**config.mk**
```make
export PLATFORM = sky130hd
export DESIGN_NAME = chan_irq_unit
export DESIGN_NICKNAME = d
export VERILOG_FILES = /design/src/rtl/irq_pkg.sv /design/src/rtl/irq_addr_dec.sv /design/src/rtl/irq_bit_cell.sv /design/src/rtl/irq_read_mux.sv /design/src/rtl/chan_irq_unit.sv
export SDC_FILE = /design/constraint.sdc
export NUM_CORES = 1
export LEC_CHECK = 0
export ABC_AREA = 1
export BUFFER_PORTS_ARGS = -buffer_cell sky130_fd_sc_hd__buf_2
export CORE_MARGIN = 1.5
export CORE_UTILIZATION = 25
export CTS_BUF_LIST = sky130_fd_sc_hd__clkbuf_8
export CTS_CLUSTER_DIAMETER = 150
export DETAILED_ROUTE_END_ITERATION = 8
export GPL_TIMING_DRIVEN = 0
export PLACE_DENSITY = 0.81
export SYNTH_ARGS = -nofsm -noshare
export SYNTH_HDL_FRONTEND = slang
export SYNTH_SLANG_ARGS = --single-unit
```
**constraint.sdc**
```tcl
create_clock -name clk -period 1.15 [get_ports clk]
set_input_delay 0.115 -clock clk [delete_from_list [all_inputs] [get_ports clk]]
set_output_delay 0.115 -clock clk [all_outputs]
set_load 0.005 [all_outputs]
```
**src/rtl/irq_pkg.sv**
```systemverilog
package irq_pkg;
  // Register offsets; software decodes these, so they are fixed.
  localparam int unsigned OFS_LIVE = 'h10;
  localparam int unsigned OFS_REQ  = 'h14;
  localparam int unsigned OFS_EN   = 'h18;
  localparam int unsigned OFS_DET  = 'h1C;

  // Event bit positions.
  localparam int unsigned BIT_DONE  = 1;
  localparam int unsigned BIT_ABORT = 13;

  typedef enum logic [2:0] {
    SEL_LIVE = 3'd0,
    SEL_REQ  = 3'd1,
    SEL_EN   = 3'd2,
    SEL_DET  = 3'd3,
    SEL_NONE = 3'd4
  } reg_sel_e;
endpackage

```
**src/rtl/irq_addr_dec.sv**
```systemverilog
module irq_addr_dec #(
  parameter int unsigned ADDR_W = 8
) (
  input  logic [ADDR_W-1:0]      addr,
  output irq_pkg::reg_sel_e      sel
);
  import irq_pkg::*;

  always_comb begin
    if (addr == ADDR_W'(OFS_LIVE))     sel = SEL_LIVE;
    else if (addr == ADDR_W'(OFS_REQ)) sel = SEL_REQ;
    else if (addr == ADDR_W'(OFS_EN))  sel = SEL_EN;
    else if (addr == ADDR_W'(OFS_DET)) sel = SEL_DET;
    else                               sel = SEL_NONE;
  end
endmodule

```
**src/rtl/irq_bit_cell.sv**
```systemverilog
module irq_bit_cell (
  input  logic clk,
  input  logic rst_n,
  input  logic live,
  input  logic clr,
  input  logic en_we,
  input  logic en_d,
  output logic req_q,
  output logic en_q
);
  // A live event overrides a same-cycle clear.
  always_ff @(posedge clk) begin
    if (!rst_n) begin
      req_q <= 1'b0;
      en_q  <= 1'b0;
    end else begin
      req_q <= (req_q & ~clr) | live;
      if (en_we) en_q <= en_d;
    end
  end
endmodule

```
**src/rtl/irq_read_mux.sv**
```systemverilog
module irq_read_mux #(
  parameter int unsigned DATA_W = 32
) (
  input  irq_pkg::reg_sel_e   sel,
  input  logic [DATA_W-1:0]   live,
  input  logic [DATA_W-1:0]   req,
  input  logic [DATA_W-1:0]   en,
  input  logic [DATA_W-1:0]   det,
  output logic [DATA_W-1:0]   data
);
  import irq_pkg::*;

  always_comb begin
    unique case (sel)
      SEL_LIVE: data = live;
      SEL_REQ:  data = req;
      SEL_EN:   data = en;
      SEL_DET:  data = det;
      default:  data = '0;
    endcase
  end
endmodule

```
**src/rtl/chan_irq_unit.sv**
```systemverilog
module chan_irq_unit #(
  parameter int unsigned DATA_W    = 32,
  parameter int unsigned ADDR_W    = 8,
  parameter logic [31:0] IMPL_MASK = 32'h0000_2002
) (
  input  logic              clk,
  input  logic              rst_n,
  input  logic [DATA_W-1:0] evt_level,
  input  logic              wr_en,
  input  logic [ADDR_W-1:0] wr_addr,
  input  logic [DATA_W-1:0] wr_data,
  input  logic [ADDR_W-1:0] rd_addr,
  output logic [DATA_W-1:0] rd_data,
  output logic              irq_out
);
  import irq_pkg::*;

  localparam logic [DATA_W-1:0] MASK = DATA_W'(IMPL_MASK);

  reg_sel_e          wr_sel;
  reg_sel_e          rd_sel;
  logic [DATA_W-1:0] live_v;
  logic [DATA_W-1:0] clr_v;
  logic              en_we;
  logic [DATA_W-1:0] req_v;
  logic [DATA_W-1:0] en_v;
  logic [DATA_W-1:0] det_v;

  irq_addr_dec #(.ADDR_W(ADDR_W)) u_wr_dec (.addr(wr_addr), .sel(wr_sel));
  irq_addr_dec #(.ADDR_W(ADDR_W)) u_rd_dec (.addr(rd_addr), .sel(rd_sel));

  assign live_v = evt_level & MASK;
  assign clr_v  = (wr_en && wr_sel == SEL_REQ) ? wr_data : '0;
  assign en_we  = wr_en && wr_sel == SEL_EN;

  for (genvar i = 0; i < DATA_W; i++) begin : g_bit
    if (MASK[i]) begin : g_impl
      irq_bit_cell u_cell (
        .clk   (clk),
        .rst_n (rst_n),
        .live  (live_v[i]),
        .clr   (clr_v[i]),
        .en_we (en_we),
        .en_d  (wr_data[i]),
        .req_q (req_v[i]),
        .en_q  (en_v[i])
      );
    end else begin : g_tie
      assign req_v[i] = 1'b0;
      assign en_v[i]  = 1'b0;
    end
  end

  assign det_v   = req_v & en_v;
  assign irq_out = |det_v;

  irq_read_mux #(.DATA_W(DATA_W)) u_rd_mux (
    .sel  (rd_sel),
    .live (live_v),
    .req  (req_v),
    .en   (en_v),
    .det  (det_v),
    .data (rd_data)
  );
endmodule

```
Word level (Yosys, flattened, before mapping)
Cells that the tools add are included.
{"block": "word_totals", "reg_bits": 4, "input_bits": 83, "output_inout_bits": 33}
{"block": "classes", "n_bitwise": 7, "muxes": 10, "n_reduce_logical": 4, "n_eq_ne": 13}
{"operator": "$eq 8x5->1 const B", "n": 8}
{"operator": "$pmux 14 s4", "n": 1}
{"operator": "$reduce_or 32->1", "n": 1}
{"operator": "$mux 3", "n": 8}
{"operator": "$and 14x14->14", "n": 1}
{"operator": "$mux 14", "n": 1}
{"operator": "$eq 3x2->1 const B", "n": 3}
{"operator": "$eq 3x1->1 const B", "n": 2}
{"operator": "$logic_not 3->1", "n": 1}
{"operator": "$and 1x1->1", "n": 2}
{"operator": "$logic_and 1x1->1", "n": 2}
{"operator": "$not 1->1", "n": 2}
{"operator": "$or 1x1->1", "n": 2}

Logic depth before layout (Yosys ltp)
{"block": "depth", "word_depth": 11, "ltp_mapped": 7}

Modules after synthesis
Synthesis repeated with hierarchy kept, for this count alone.
{"block": "hier_totals", "cells_unflattened": 401, "hier_area_um2": 1730.4}
{"mod": "irq_read_mux", "area_per_inst_um2": 1406.3, "n_inst": 1, "cells_each": 344}
{"mod": "irq_bit_cell", "area_per_inst_um2": 80.1, "n_inst": 2, "cells_each": 11}
{"mod": "irq_addr_dec", "area_per_inst_um2": 47.5, "n_inst": 2, "cells_each": 9}
{"mod": "chan_irq_unit", "area_per_inst_um2": 68.8, "n_inst": 1, "cells_each": 17}

Worst setup path after synthesis
Ideal clock, no wire load.
{"block": "synth_path", "path_type": "input to output", "start": "input rd_addr[1]", "end": "output rd_data[13]", "required_ns": 1.035, "stages": 6, "arrival_ns": 0.737, "slack_ns": 0.298, "cell_sequence": "or2_1 nor3_2 nand3_1 nand2_1 inv_1 nand2_1"}
{"block": "synth_between", "elab_chain_cells": 7}
{"element": "from (decl)", "line_no": "chan_irq_unit.sv:12", "rtl": "input logic [ADDR_W-1:0] rd_addr,"}
{"element": "$eq 8x5->1", "line_no": "irq_addr_dec.sv:13", "rtl": "else if (addr == ADDR_W'(OFS_DET)) sel = SEL_DET;"}
{"element": "$mux 3", "line_no": "irq_addr_dec.sv:13"}
{"element": "$mux 3", "line_no": "irq_addr_dec.sv:12", "rtl": "else if (addr == ADDR_W'(OFS_EN)) sel = SEL_EN;"}
{"element": "$mux 3", "line_no": "irq_addr_dec.sv:11", "rtl": "else if (addr == ADDR_W'(OFS_REQ)) sel = SEL_REQ;"}
{"element": "$mux 3 *", "line_no": "irq_addr_dec.sv:10", "rtl": "if (addr == ADDR_W'(OFS_LIVE)) sel = SEL_LIVE;"}
{"element": "$eq 3x2->1 (tied with other cells)", "line_no": "irq_read_mux.sv:14", "rtl": "unique case (sel)"}
{"element": "$pmux 14 s4 *", "line_no": "irq_read_mux.sv:14"}
{"element": "to (decl)", "line_no": "chan_irq_unit.sv:13", "rtl": "output logic [DATA_W-1:0] rd_data,"}
Every way passes the cells marked *; elsewhere a longest branch is shown, timed or not.

Final worst setup path
Same ends and word-level chain as after synthesis.

==> metrics.md <==
| Metric | Value |
|---|---|
| Tcrit/Tclk final | 94.7% |
| Pre-antenna DRT Iters | 1 |
| Area growth syn-to-layout | 56.6% |
| Cell variety after synth | 14 |
| Finish-stage setup viols | 0 |
| Mean Syn Cell Area | 6.45 um2 |
| Most used cell along the critical path | nand2_1 |
| Final hold violation count | 0 |
| RePlAce Congestion | 0.637 |
| Max_cap viols | 0 |
| Clock slew seen by the registers of the worst setup and hold paths | 0.03 ns |
| Max VDD drop | 0.331 mV |
| Min-delay worst type | primary input to register |
| # DRC | 0 |
| Worst endpoint data arrival time | 0.97 ns |
| Placed cells | 171 |
| Final Max Slew Viols | 0 |
| # nets final | 231 |
| Endpoint class of the critical path | output port |
| Drt total wl | 1040 um |
| Clock Latency Late Sink | 0.21 ns |
| ANT nets after route | 0 |
| Finished Cell Area | 900 um2 |
| Peak fanout along the critical path | 3 |
| Worst R2R Start | g_bit[1].g_impl.u_cell.req_q |
| Post-CTS Hold Fix Bufs | 0 |
| Peak Freq | 918 MHz |
| DIE HEIGHT | 50.9 um |
| Full die area | 2590 um2 |
| GRT Residual Overflow | 0 |
| Clk pwr share | 46.7% |
| Core area | 2190 um2 |
| # clock sinks | 4 |
| Int Power | 476 uW |
| Yosys warnings | 0 |
| CTS tree | done |
| Initial core utilization | 26.2% |
| Vias per cell | 3.35 |
| Sw frac | 23.4% |
| Buffers and inverters on the worst path | 3 |
| Hold Path Sink | g_bit[13].g_impl.u_cell.en_q |
| Hold path depth | 3 |
| RSZ-0062 raised after global routing | yes |
| CTS max path bufs | 2 |
| Initial antenna violation count | 0 |
| Root buf cell | clkbuf_8 |
| # diodes | 0 |
| Core Util, Final | 41.1% |
| Setup bufs post-CTS | 0 |
| Number of cell rows | 17 |
| Post-synthesis sequential area ratio | 13.9% |
| Area after DPL | 843 um2 |
| Synth Register Bits | 4 |
| I/O Buffers | 25 |
| Chip Width | 50.9 um |
| Share of power burned in registers | 24.2% |
| Worst-case reg-to-reg path depth | 2 |
| DPL Wire Length | 981 um |
| Critical Path Slowest Stage Cell | or2_4 |
| P_sw | 145 uW |
| CTS Buf Count | 3 |
| Critical path cell sequence | buf_6 > or2_4 > nor3_4 > nand3_1 > nand2_1 > inv_1 > nand2_1 > buf_2 |
| Pwr/cell area | 690 nW/um2 |
| Total power | 621 uW |
| Worst path max stage delay | 0.26 ns |
| Vias | 583 |
| Cell Count, Final, Fillers Out | 174 |
| Synth Cell Area | 574 um2 |
| Share of cells above drive strength 1 | 43.8% |
| CP required | 1.03 ns |
| RR Endpoint | g_bit[1].g_impl.u_cell.req_q |
| Io pins | 116 |
| Clk_skew | 0 ns |
| Detailed router's first-iteration violation count | 0 |
| Combinational share of power | 29.1% |
| R2R Setup Slk | 0.53 ns |
| Max H-tree Level | 1 |
| Hold path start | rst_n |
| Crit start category | primary input |
| Vias in the first global route | 478 |
| Largest net degree at the start of global routing | 5 |
| Largest delay share family, worst path | simple AND/OR/NAND/NOR gates |
| WL/cell | 5.95 um |
| Crit Path Class | primary input to output port |
| Status | finished clean |
| First-pass GRT wire length | 1700 um |
| GRT Total Usage | 8.82% |
| Min cycle time layout | 1.09 ns |
| P_leak | 0.590 nW |
| Cells after Synth | 89 |
==> timing repair <==
action / in CTS / in global routing
hold endpoints to repair: 0 / 0
gates resized for setup: 0 / 3
endpoints found under the setup margin: 0 / 2
==> synth_stat cells, drive strengths merged <==
| cell type | n | area share (%) |
|---|---|---|
| nand2 | 13 | 8.5 |
| a22o | 1 | 1.5 |
| inv | 14 | 9.2 |
| nor2 | 9 | 5.9 |
| nand3 | 7 | 6.1 |
| o211ai | 2 | 2.6 |
| buf | 30 | 39 |
| a21oi | 2 | 1.7 |
| conb | 1 | 0.65 |
| nor3 | 4 | 8.1 |
| or2 | 2 | 2.6 |
| dfxtp | 4 | 14 |
==> power groups by stage <==
stage | sequential [mW] | clock, mW | combinational (mW)
2_1_floorplan | 0.151 | 0 | 0.128
3_3_place_gp | 0.152 | 0 | 0.170
3_5_place_dp | 0.152 | 0 | 0.172
4_1_cts | 0.151 | 0.297 | 0.172
5_1_grt | 0.151 | 0.306 | 0.204
6_report | 0.151 | 0.290 | 0.181
==> worst max-delay path by stage <==
stage / from / end / slack (ns) / cells after the start
after floorplan: rd_addr[1] / rd_data[13] / 0.30 / 6
after global placement: rd_addr[1] / rd_data[1] / 0.05 / 6
after detailed placement: rd_addr[1] / rd_data[1] / 0.04 / 6
after CTS: rd_addr[1] / rd_data[1] / 0.05 / 6
after global routing: rd_addr[1] / rd_data[1] / -0.04 / 8
final: rd_addr[1] / rd_data[13] / 0.06 / 8
==> cell type report <==
cell class / count / area (um2)
Tap cell: 28 / 35.0
Timing Repair Buffer: 25 / 131
Multi-Input combinational cell: 70 / 334
Buffer: 30 / 225
Sequential cell: 4 / 80.1
Clock buffer: 3 / 41.3
Fill cell: 244 / 1290
Inverter: 14 / 52.6
==> state kept, by name (all words and copies together) (netlist names) <==
name                       cells
g_bit.g_impl.u_cell.en_q       2
g_bit.g_impl.u_cell.req_q      2
==> cell families (layout without fill, tap and decap cells) <==
logic type / Yosys count / count (layout) / synth area share [%]
flip-flops: 4 / 4 / 13.9
buffers and inverters: 44 / 72 / 48.4
other: 1 / 30 / 0.653
AO/OA/AOI/OAI: 5 / 5 / 5.88
AND/OR/NAND/NOR: 35 / 35 / 31.2
==> routing by layer <==
metal / part of all wire, % / GRT usage (%)
met2: 48 / 15.8
met3: 16 / 4.09
met5: 0 / 0
met4: 1.5 / 6.76
met1: 34 / 7.43
==> cells in the final DEF, fill, tap and decap left out <==
| cell | count |
|---|---|
| o211ai_1 | 2 |
| nand2_1 | 13 |
| nor3_2 | 2 |
| nand3_1 | 7 |
| buf_6 | 1 |
| a21oi_1 | 2 |
| nor3_4 | 2 |
| nor2_1 | 9 |
| buf_2 | 24 |
| buf_4 | 30 |
| conb_1 | 30 |
| a22o_1 | 1 |
| clkbuf_8 | 3 |
| inv_1 | 14 |
| dfxtp_1 | 4 |
| or2_4 | 2 |
==> tightest hold or removal path, cell delays in order <==
cell,delay [ns]
buf_2,0.11
nand2_1,0.06
nor2_1,0.03
==> through the flow <==
| stage | TNS [ns] | hold slack [ns] | setup WS, ns |
|---|---|---|---|
| 6_report | 0 | 0.146 | 0.0610 |
| 5_1_grt | -0.0538 | 0.160 | -0.0375 |
| 4_1_cts | 0 | 0.146 | 0.0461 |
| 3_5_place_dp | 0 | 0.371 | 0.0441 |
| 3_3_place_gp | 0 | 0.370 | 0.0543 |
| 2_1_floorplan | 0 | 0.235 | 0.298 |
Power figures use the tool's default switching activity.
